## config.mk

```make
export PLATFORM = sky130hd
export DESIGN_NAME = eep_bitbang_resp
export DESIGN_NICKNAME = d
export VERILOG_FILES = /design/src/rtl/eep_resp_pkg.sv /design/src/rtl/eep_ctl_edge.sv /design/src/rtl/eep_rom.sv /design/src/rtl/eep_seq.sv /design/src/rtl/eep_bitbang_resp.sv
export SDC_FILE = /design/constraint.sdc
export NUM_CORES = 1
export LEC_CHECK = 0
export BUFFER_PORTS_ARGS = -buffer_cell sky130_fd_sc_hd__buf_4
export CAP_MARGIN = 20
export CORE_MARGIN = 5
export CORE_UTILIZATION = 45
export DETAILED_ROUTE_END_ITERATION = 12
export MAX_ROUTING_LAYER = met4
export SYNTH_ARGS = -nofsm -noshare
export SYNTH_HDL_FRONTEND = slang
export SYNTH_SLANG_ARGS = --single-unit
```

## constraint.sdc

```tcl
create_clock -name clk -period 6.45 [get_ports clk]
set_clock_uncertainty 0.05 [all_clocks]
set_input_delay 0.3225 -clock clk [delete_from_list [all_inputs] [get_ports clk]]
set_output_delay 0.3225 -clock clk [all_outputs]
set_load 0.02 [all_outputs]
```

## src/rtl/eep_resp_pkg.sv

```systemverilog
package eep_resp_pkg;

   typedef enum logic [1:0] {
      ST_IDLE  = 2'd0,
      ST_READY = 2'd1,
      ST_CMD   = 2'd2,
      ST_READ  = 2'd3
   } eep_state_e;

   localparam int WORD_W = 16;

   // Preload value of one array byte: MAC bytes first, then a computed fill.
   function automatic logic [7:0] fill_byte(int unsigned idx, logic [47:0] mac);
      logic [47:0] sh;
      if (idx < 6) begin
         sh = mac << (8 * idx);
         return sh[47:40];
      end
      return 8'((idx * 37 + 11) & 255);
   endfunction

endpackage

```

## src/rtl/eep_ctl_edge.sv

```systemverilog
module eep_ctl_edge (
   input  logic clk,
   input  logic rst_n,
   input  logic we,
   input  logic sel_in,
   input  logic sck_in,
   output logic desel,
   output logic sel_rise,
   output logic sck_rise
);
   logic sel_q;
   logic sck_q;

   always_ff @(posedge clk or negedge rst_n) begin
      if (!rst_n) begin
         sel_q <= 1'b0;
         sck_q <= 1'b0;
      end else if (we) begin
         sel_q <= sel_in;
         sck_q <= sck_in;
      end
   end

   assign desel    = we & ~sel_in;
   assign sel_rise = we & sel_in & ~sel_q;
   assign sck_rise = we & sck_in & ~sck_q;


   sck_track_chk: assert property (@(posedge clk) disable iff (!rst_n)
      sck_rise |=> sck_q);


   sck_hold_chk: assert property (@(posedge clk) disable iff (!rst_n)
      !we |=> $stable(sck_q) && $stable(sel_q));

endmodule

```

## src/rtl/eep_rom.sv

```systemverilog
module eep_rom #(
   parameter int          ADDR_BITS = 7,
   parameter logic [47:0] MAC       = 48'h021A2B3C4D5E,
   parameter bit          FLOP_ROM  = 1'b0,
   localparam int         BA_W      = ADDR_BITS + 1,
   localparam int         BYTES     = 1 << BA_W
) (
   input  logic            clk,
   input  logic            rst_n,
   input  logic [BA_W-1:0] byte_addr,
   output logic [15:0]     word
);
   import eep_resp_pkg::*;

   logic [BA_W-1:0] odd_addr;
   assign odd_addr = byte_addr | BA_W'(1);

   generate
      if (FLOP_ROM) begin : g_flop
         logic [7:0] mem [BYTES];
         always_ff @(posedge clk or negedge rst_n) begin
            if (!rst_n) begin
               for (int i = 0; i < BYTES; i++)
                  mem[i] <= fill_byte(i, MAC);
            end
         end
         assign word = {mem[byte_addr], mem[odd_addr]};
      end else begin : g_comb
         logic unused_ok;
         assign unused_ok = clk ^ rst_n;
         assign word = {fill_byte(int'(byte_addr), MAC),
                        fill_byte(int'(odd_addr), MAC)};
      end
   endgenerate

endmodule

```

## src/rtl/eep_seq.sv

```systemverilog
module eep_seq #(
   parameter int  ADDR_BITS = 7,
   localparam int CMD_W     = ADDR_BITS + 1,
   localparam int WORD_W    = eep_resp_pkg::WORD_W,
   localparam int CNT_W     = $clog2(2 * WORD_W)
) (
   input  logic             clk,
   input  logic             rst_n,
   input  logic             ctl_we,
   input  logic             desel,
   input  logic             sel_rise,
   input  logic             sck_rise,
   input  logic             dat_we,
   input  logic             dat_in,
   input  logic [15:0]      rom_word,
   output logic [CMD_W-1:0] rom_addr,
   output logic             dat_out,
   output logic             err_out,
   output logic             warn_out
);
   import eep_resp_pkg::*;

   localparam logic [CNT_W-1:0] CNT_MAX  = '1;
   localparam logic [CNT_W-1:0] CMD_LAST = CNT_W'(CMD_W - 1);
   localparam logic [CNT_W-1:0] WORD_END = CNT_W'(WORD_W);

   eep_state_e       st_q, st_n, st_eff;
   logic [CMD_W-1:0] cmd_q, cmd_n, cmd_shift;
   logic [CNT_W-1:0] cnt_q, cnt_n;
   logic [15:0]      word_q, word_n;
   logic             dat_q, dat_n, err_q, err_n, warn_q, warn_n;

   assign cmd_shift = {cmd_q[CMD_W-2:0], dat_q};
   assign rom_addr  = {cmd_shift[CMD_W-2:0], 1'b0};

   always_comb begin
      st_eff = st_q;
      if (desel)         st_eff = ST_IDLE;
      else if (sel_rise) st_eff = ST_READY;
      st_n   = st_eff;
      cmd_n  = cmd_q;
      cnt_n  = cnt_q;
      word_n = word_q;
      dat_n  = dat_we ? dat_in : dat_q;
      err_n  = err_q;
      warn_n = warn_q;
      if (sck_rise) begin
         case (st_eff)
            ST_READY: begin
               st_n  = ST_CMD;
               cnt_n = '0;
            end
            ST_CMD: begin
               cmd_n = cmd_shift;
               cnt_n = cnt_q + 1'b1;
               if (cnt_q == CMD_LAST) begin
                  if (cmd_shift[CMD_W-1]) begin
                     st_n   = ST_READ;
                     cnt_n  = '0;
                     word_n = rom_word;
                  end else begin
                     st_n  = ST_IDLE;
                     err_n = 1'b1;
                  end
               end
            end
            ST_READ: begin
               dat_n  = word_q[15];
               word_n = {word_q[14:0], 1'b0};
               if (cnt_q != CNT_MAX) cnt_n = cnt_q + 1'b1;
               if (cnt_q >= WORD_END) warn_n = 1'b1;
            end
            default: ;
         endcase
      end
   end

   always_ff @(posedge clk or negedge rst_n) begin
      if (!rst_n) begin
         st_q   <= ST_IDLE;
         cmd_q  <= '0;
         cnt_q  <= '0;
         word_q <= '0;
         dat_q  <= 1'b0;
         err_q  <= 1'b0;
         warn_q <= 1'b0;
      end else begin
         st_q   <= st_n;
         cmd_q  <= cmd_n;
         cnt_q  <= cnt_n;
         word_q <= word_n;
         dat_q  <= dat_n;
         err_q  <= err_n;
         warn_q <= warn_n;
      end
   end

   assign dat_out  = dat_q;
   assign err_out  = err_q;
   assign warn_out = warn_q;


   desel_idle_chk: assert property (@(posedge clk) disable iff (!rst_n)
      desel |=> st_q == ST_IDLE);


   start_bit_chk: assert property (@(posedge clk) disable iff (!rst_n)
      (st_q == ST_READY && sck_rise && !desel) |=> st_q == ST_CMD);


   tail_zero_chk: assert property (@(posedge clk) disable iff (!rst_n)
      (st_q == ST_READ && cnt_q >= WORD_END && sck_rise && !desel) |=> !dat_q);


   warn_sticky_chk: assert property (@(posedge clk) disable iff (!rst_n)
      warn_q |=> warn_q);


   err_sticky_chk: assert property (@(posedge clk) disable iff (!rst_n)
      err_q |=> err_q);


   dat_hold_chk: assert property (@(posedge clk) disable iff (!rst_n)
      (!ctl_we && !dat_we) |=> $stable(dat_q));

endmodule

```

## src/rtl/eep_bitbang_resp.sv

```systemverilog
module eep_bitbang_resp #(
   parameter int          ADDR_BITS = 7,
   parameter logic [47:0] MAC       = 48'h021A2B3C4D5E,
   parameter bit          FLOP_ROM  = 1'b0,
   localparam int         CMD_W     = ADDR_BITS + 1
) (
   input  logic clk,
   input  logic rst_n,
   input  logic ctl_we,
   input  logic ctl_sel,
   input  logic ctl_sck,
   input  logic dat_we,
   input  logic dat_in,
   output logic dat_out,
   output logic err_unsup,
   output logic warn_overrun
);
   generate
      if (ADDR_BITS < 1 || ADDR_BITS > 10) begin : g_bad_addr
         $error("eep_bitbang_resp: ADDR_BITS must be within 1..10");
      end
   endgenerate

   logic             desel, sel_rise, sck_rise;
   logic [CMD_W-1:0] rom_addr;
   logic [15:0]      rom_word;

   eep_ctl_edge u_edge (
      .clk      (clk),
      .rst_n    (rst_n),
      .we       (ctl_we),
      .sel_in   (ctl_sel),
      .sck_in   (ctl_sck),
      .desel    (desel),
      .sel_rise (sel_rise),
      .sck_rise (sck_rise)
   );

   eep_rom #(
      .ADDR_BITS (ADDR_BITS),
      .MAC       (MAC),
      .FLOP_ROM  (FLOP_ROM)
   ) u_rom (
      .clk       (clk),
      .rst_n     (rst_n),
      .byte_addr (rom_addr),
      .word      (rom_word)
   );

   eep_seq #(
      .ADDR_BITS (ADDR_BITS)
   ) u_seq (
      .clk      (clk),
      .rst_n    (rst_n),
      .ctl_we   (ctl_we),
      .desel    (desel),
      .sel_rise (sel_rise),
      .sck_rise (sck_rise),
      .dat_we   (dat_we),
      .dat_in   (dat_in),
      .rom_word (rom_word),
      .rom_addr (rom_addr),
      .dat_out  (dat_out),
      .err_out  (err_unsup),
      .warn_out (warn_overrun)
   );

endmodule

```

==> impl_metrics.ini <==
[outcome]
status = completed

[route]
vias = 1775
wirelength_um = 4750
remaining_drc_errors = 0
post_drt_wl_per_cell_um = 14.01
dr.pass1.iters = 4
postRouteAntennaNets = 0
via_per_inst = 5.236
first_iter_violations = 115

[synthesis]
yosysMostFrequentCell = dfrtp_1
synthArstFlopShare = 1.000
synth_cell_types = 47
muxShareOfSynthArea = 0.05576
synth_compound_area_frac = 0.1595
synthXorXnorAreaFrac = 0.06660
yosys_register_bits = 34
synthTopCellsByCount = dfrtp_1, ha_1, nand2_1
ys_top_cells_by_area = dfrtp_1, ha_1, a21oi_1
synth-seq-area-share = 0.3511
ys_warn_count = 0
synth_simple_gate_area_frac = 0.1461
syn-cell-area_um2 = 2424
yosys.area.top_type = dfrtp_1
synth_top_family_by_area = adder cells
postSynthCellCount = 259
synth.top_cell.area_share = 0.3511
synth_edf_count = 0
synth_top_flop_cell = dfrtp_1
syn-num-nets = 296
syn_area_per_cell_um2 = 9.357
synthAdderAreaFrac = 0.1611

[critical_path]
reg2reg_to = u_seq.word_q[5]$_DFFE_PN0P_
crit_path_end = u_seq.word_q[5]$_DFFE_PN0P_
worst-r2r-setup-slack_ps = 3380
cpPeakStageDelay_ps = 690
crit_type = reg2reg
reg2reg_from = u_seq.dat_out$_DFF_PN0_
required_ps = 6610
reg2reg_depth = 11
slowest_stage = dfrtp_1
cp_max_fo = 17
worst_setup_path_end_kind = register
arrival_ps = 3240
start_kind = register
worstPathCellList = inv_1 > ha_1 > inv_1 > ha_1 > ha_1 > inv_1 > o31a_2 > xor2_1 > a211oi_1 > a21oi_1 > a21oi_1
cp-startpoint = u_seq.dat_out$_DFF_PN0_

[timing]
worst_slew_pin_slew_ps = 547.3
maxSlewViolCount = 0
rsz0062_at_grt = no
hold_viol = 0
slew_headroom = 0.6351
timing.final.crit_share = 0.4764
period_minus_slack_ps = 3072
fin_hold_ws_ps = 230.9
max_freq_ghz = 0.3255
tns_ps = 0
setup_viol = 0

[placement]
numPortBuffers = 9
dpl.hpwl_um = 3607
placed_cell_area_um2 = 2509
place_congestion = 0.7711
dp.cells = 330

[worst_hold_path]
hold_path_class = in2reg

[pwr]
powerDensity_nw_per_um2 = 217.9
ir_drop_v = 0.00009918
leakage_uw = 0.001232

[final_layout]
utilization = 0.5053
stdcell_count = 339
diodes = 0
fill_cells = 501
area_delta_synth_final_pct = 7.847
drive_gt1_frac = 0.1264
nNetsFinal = 305
final_area_um2 = 2614

[cts]
cts.sinks = 34
htree_num_levels = 2
cts_tree = done
clk_pin_slew_worst_paths_ps = 70
cts_buffers = 5
root_buffer = clkbuf_8
cts_setup_buffers = 0
cts_resized = 0
cts_buffer_depth = 2
clk-insertion-delay-late_ps = 290
hold_buffers = 1

[floorplanning]
placement_rows = 26
pin_count = 10
fp.dieH_um = 83.39
dieArea_um2 = 6953
fp.coreArea_um2 = 5172
die_w_um = 83.39
initial_core_util = 0.4686

[global_route]
grt-ovfl-total = 0
grt_pass1_wl_um = 8473
grt_pass1_vias = 1763
grt_max_degree = 35
grt_usage = 0.1534
antenna_found_initial = 0

[flow_run]
drv_cap = 0
report_power, final:
part,switching [uW],internal [uW]
Sequential,20.4,236
Combinational,80.4,66.3
Clock,80.5,85.8
Total,181,388
sequential cells by signal, summed over array words and instances (netlist names), 2 cells and up:
register and count:
u_seq.cmd_q 7, u_seq.cnt_q 5, u_seq.st_q 2, u_seq.word_q 15
metrics by stage:
step                      setup WS (ps)  total power (uW)
after floorplan                    3575             370.2
after global placement             3421             403.9
after detailed placement           3428             406.8
after CTS                          3371             574.4
after global routing               3112             612.9
final                              3378             569.5
layer usage:
metal / wire (um) / GRT usage / part of all wire
met2: 2071 / 0.2201 / 0.44
met5: 0 / - / 0
met1: 2494 / 0.2202 / 0.53
met4: 51 / 0.03566 / 0.011
met3: 133 / 0.03366 / 0.028
critical path: cells and delay by family, from the launching register on:
family	cells	cell delay, ps
flip-flops	1	690
buffers and inverters	3	390
adder cells (fa/ha/maj)	3	870
AO/OA/AOI/OAI	4	850
XOR/XNOR	1	150
cells by family (layout without fill, tap and decap cells):
family | after synthesis | count (layout)
AND/OR/NAND/NOR | 76 | 76
AO/OA/AOI/OAI | 64 | 64
flip-flops | 34 | 34
buffers and inverters | 27 | 37
XOR/XNOR | 16 | 16
multiplexers | 12 | 12
adder cells (fa/ha/maj) | 30 | 30
worst min-delay path by stage:
stage	startpoint	cells past startpoint	endpoint	slack [ps]
2_1_floorplan	rst_n	0	u_edge.sck_q$_DFFE_PN0P_	-20
3_3_place_gp	rst_n	1	u_seq.word_q[5]$_DFFE_PN0P_	250
3_5_place_dp	rst_n	1	u_seq.word_q[5]$_DFFE_PN0P_	250
4_1_cts	ctl_we	2	u_edge.sck_q$_DFFE_PN0P_	230
5_1_grt	ctl_sel	2	u_edge.sel_q$_DFFE_PN0P_	240
6_report	ctl_we	2	u_edge.sck_q$_DFFE_PN0P_	230
placed cells by master (no fill, tap or decap), types with 2 or more instances in the layout:
master / Yosys / layout
nand3_1: 3 / 3
a22oi_1: 4 / 4
mux2_2: 9 / 9
o21ai_0: 20 / 20
buf_4: 1 / 10
nor2_1: 23 / 23
xnor2_1: 9 / 9
mux2i_1: 2 / 2
nor2b_1: 3 / 3
a21oi_1: 21 / 21
dfrtp_1: 34 / 34
a211oi_1: 4 / 4
nand2b_1: 3 / 3
ha_1: 28 / 28
nand2_1: 28 / 28
xor2_1: 5 / 5
o22ai_1: 2 / 2
nand3b_1: 2 / 2
o21a_1: 3 / 3
and3_1: 2 / 2
clkbuf_8: 1 / 6
fa_1: 2 / 2
inv_1: 18 / 18
nor3_1: 4 / 4
final cells by class:
cell class / instances / area, um^2 / area share
Clock buffer: 6 / 82.58 / 0.03159
Inverter: 18 / 67.56 / 0.02585
Timing Repair Buffer: 11 / 85.08 / 0.03255
Tap cell: 70 / 87.58 / 0.03351
Clock inverter: 2 / 12.51 / 0.004787
Sequential cell: 34 / 850.8 / 0.3255
Multi-Input combinational cell: 198 / 1428 / 0.5462
No activity file was read; power rests on OpenSTA's default activity.
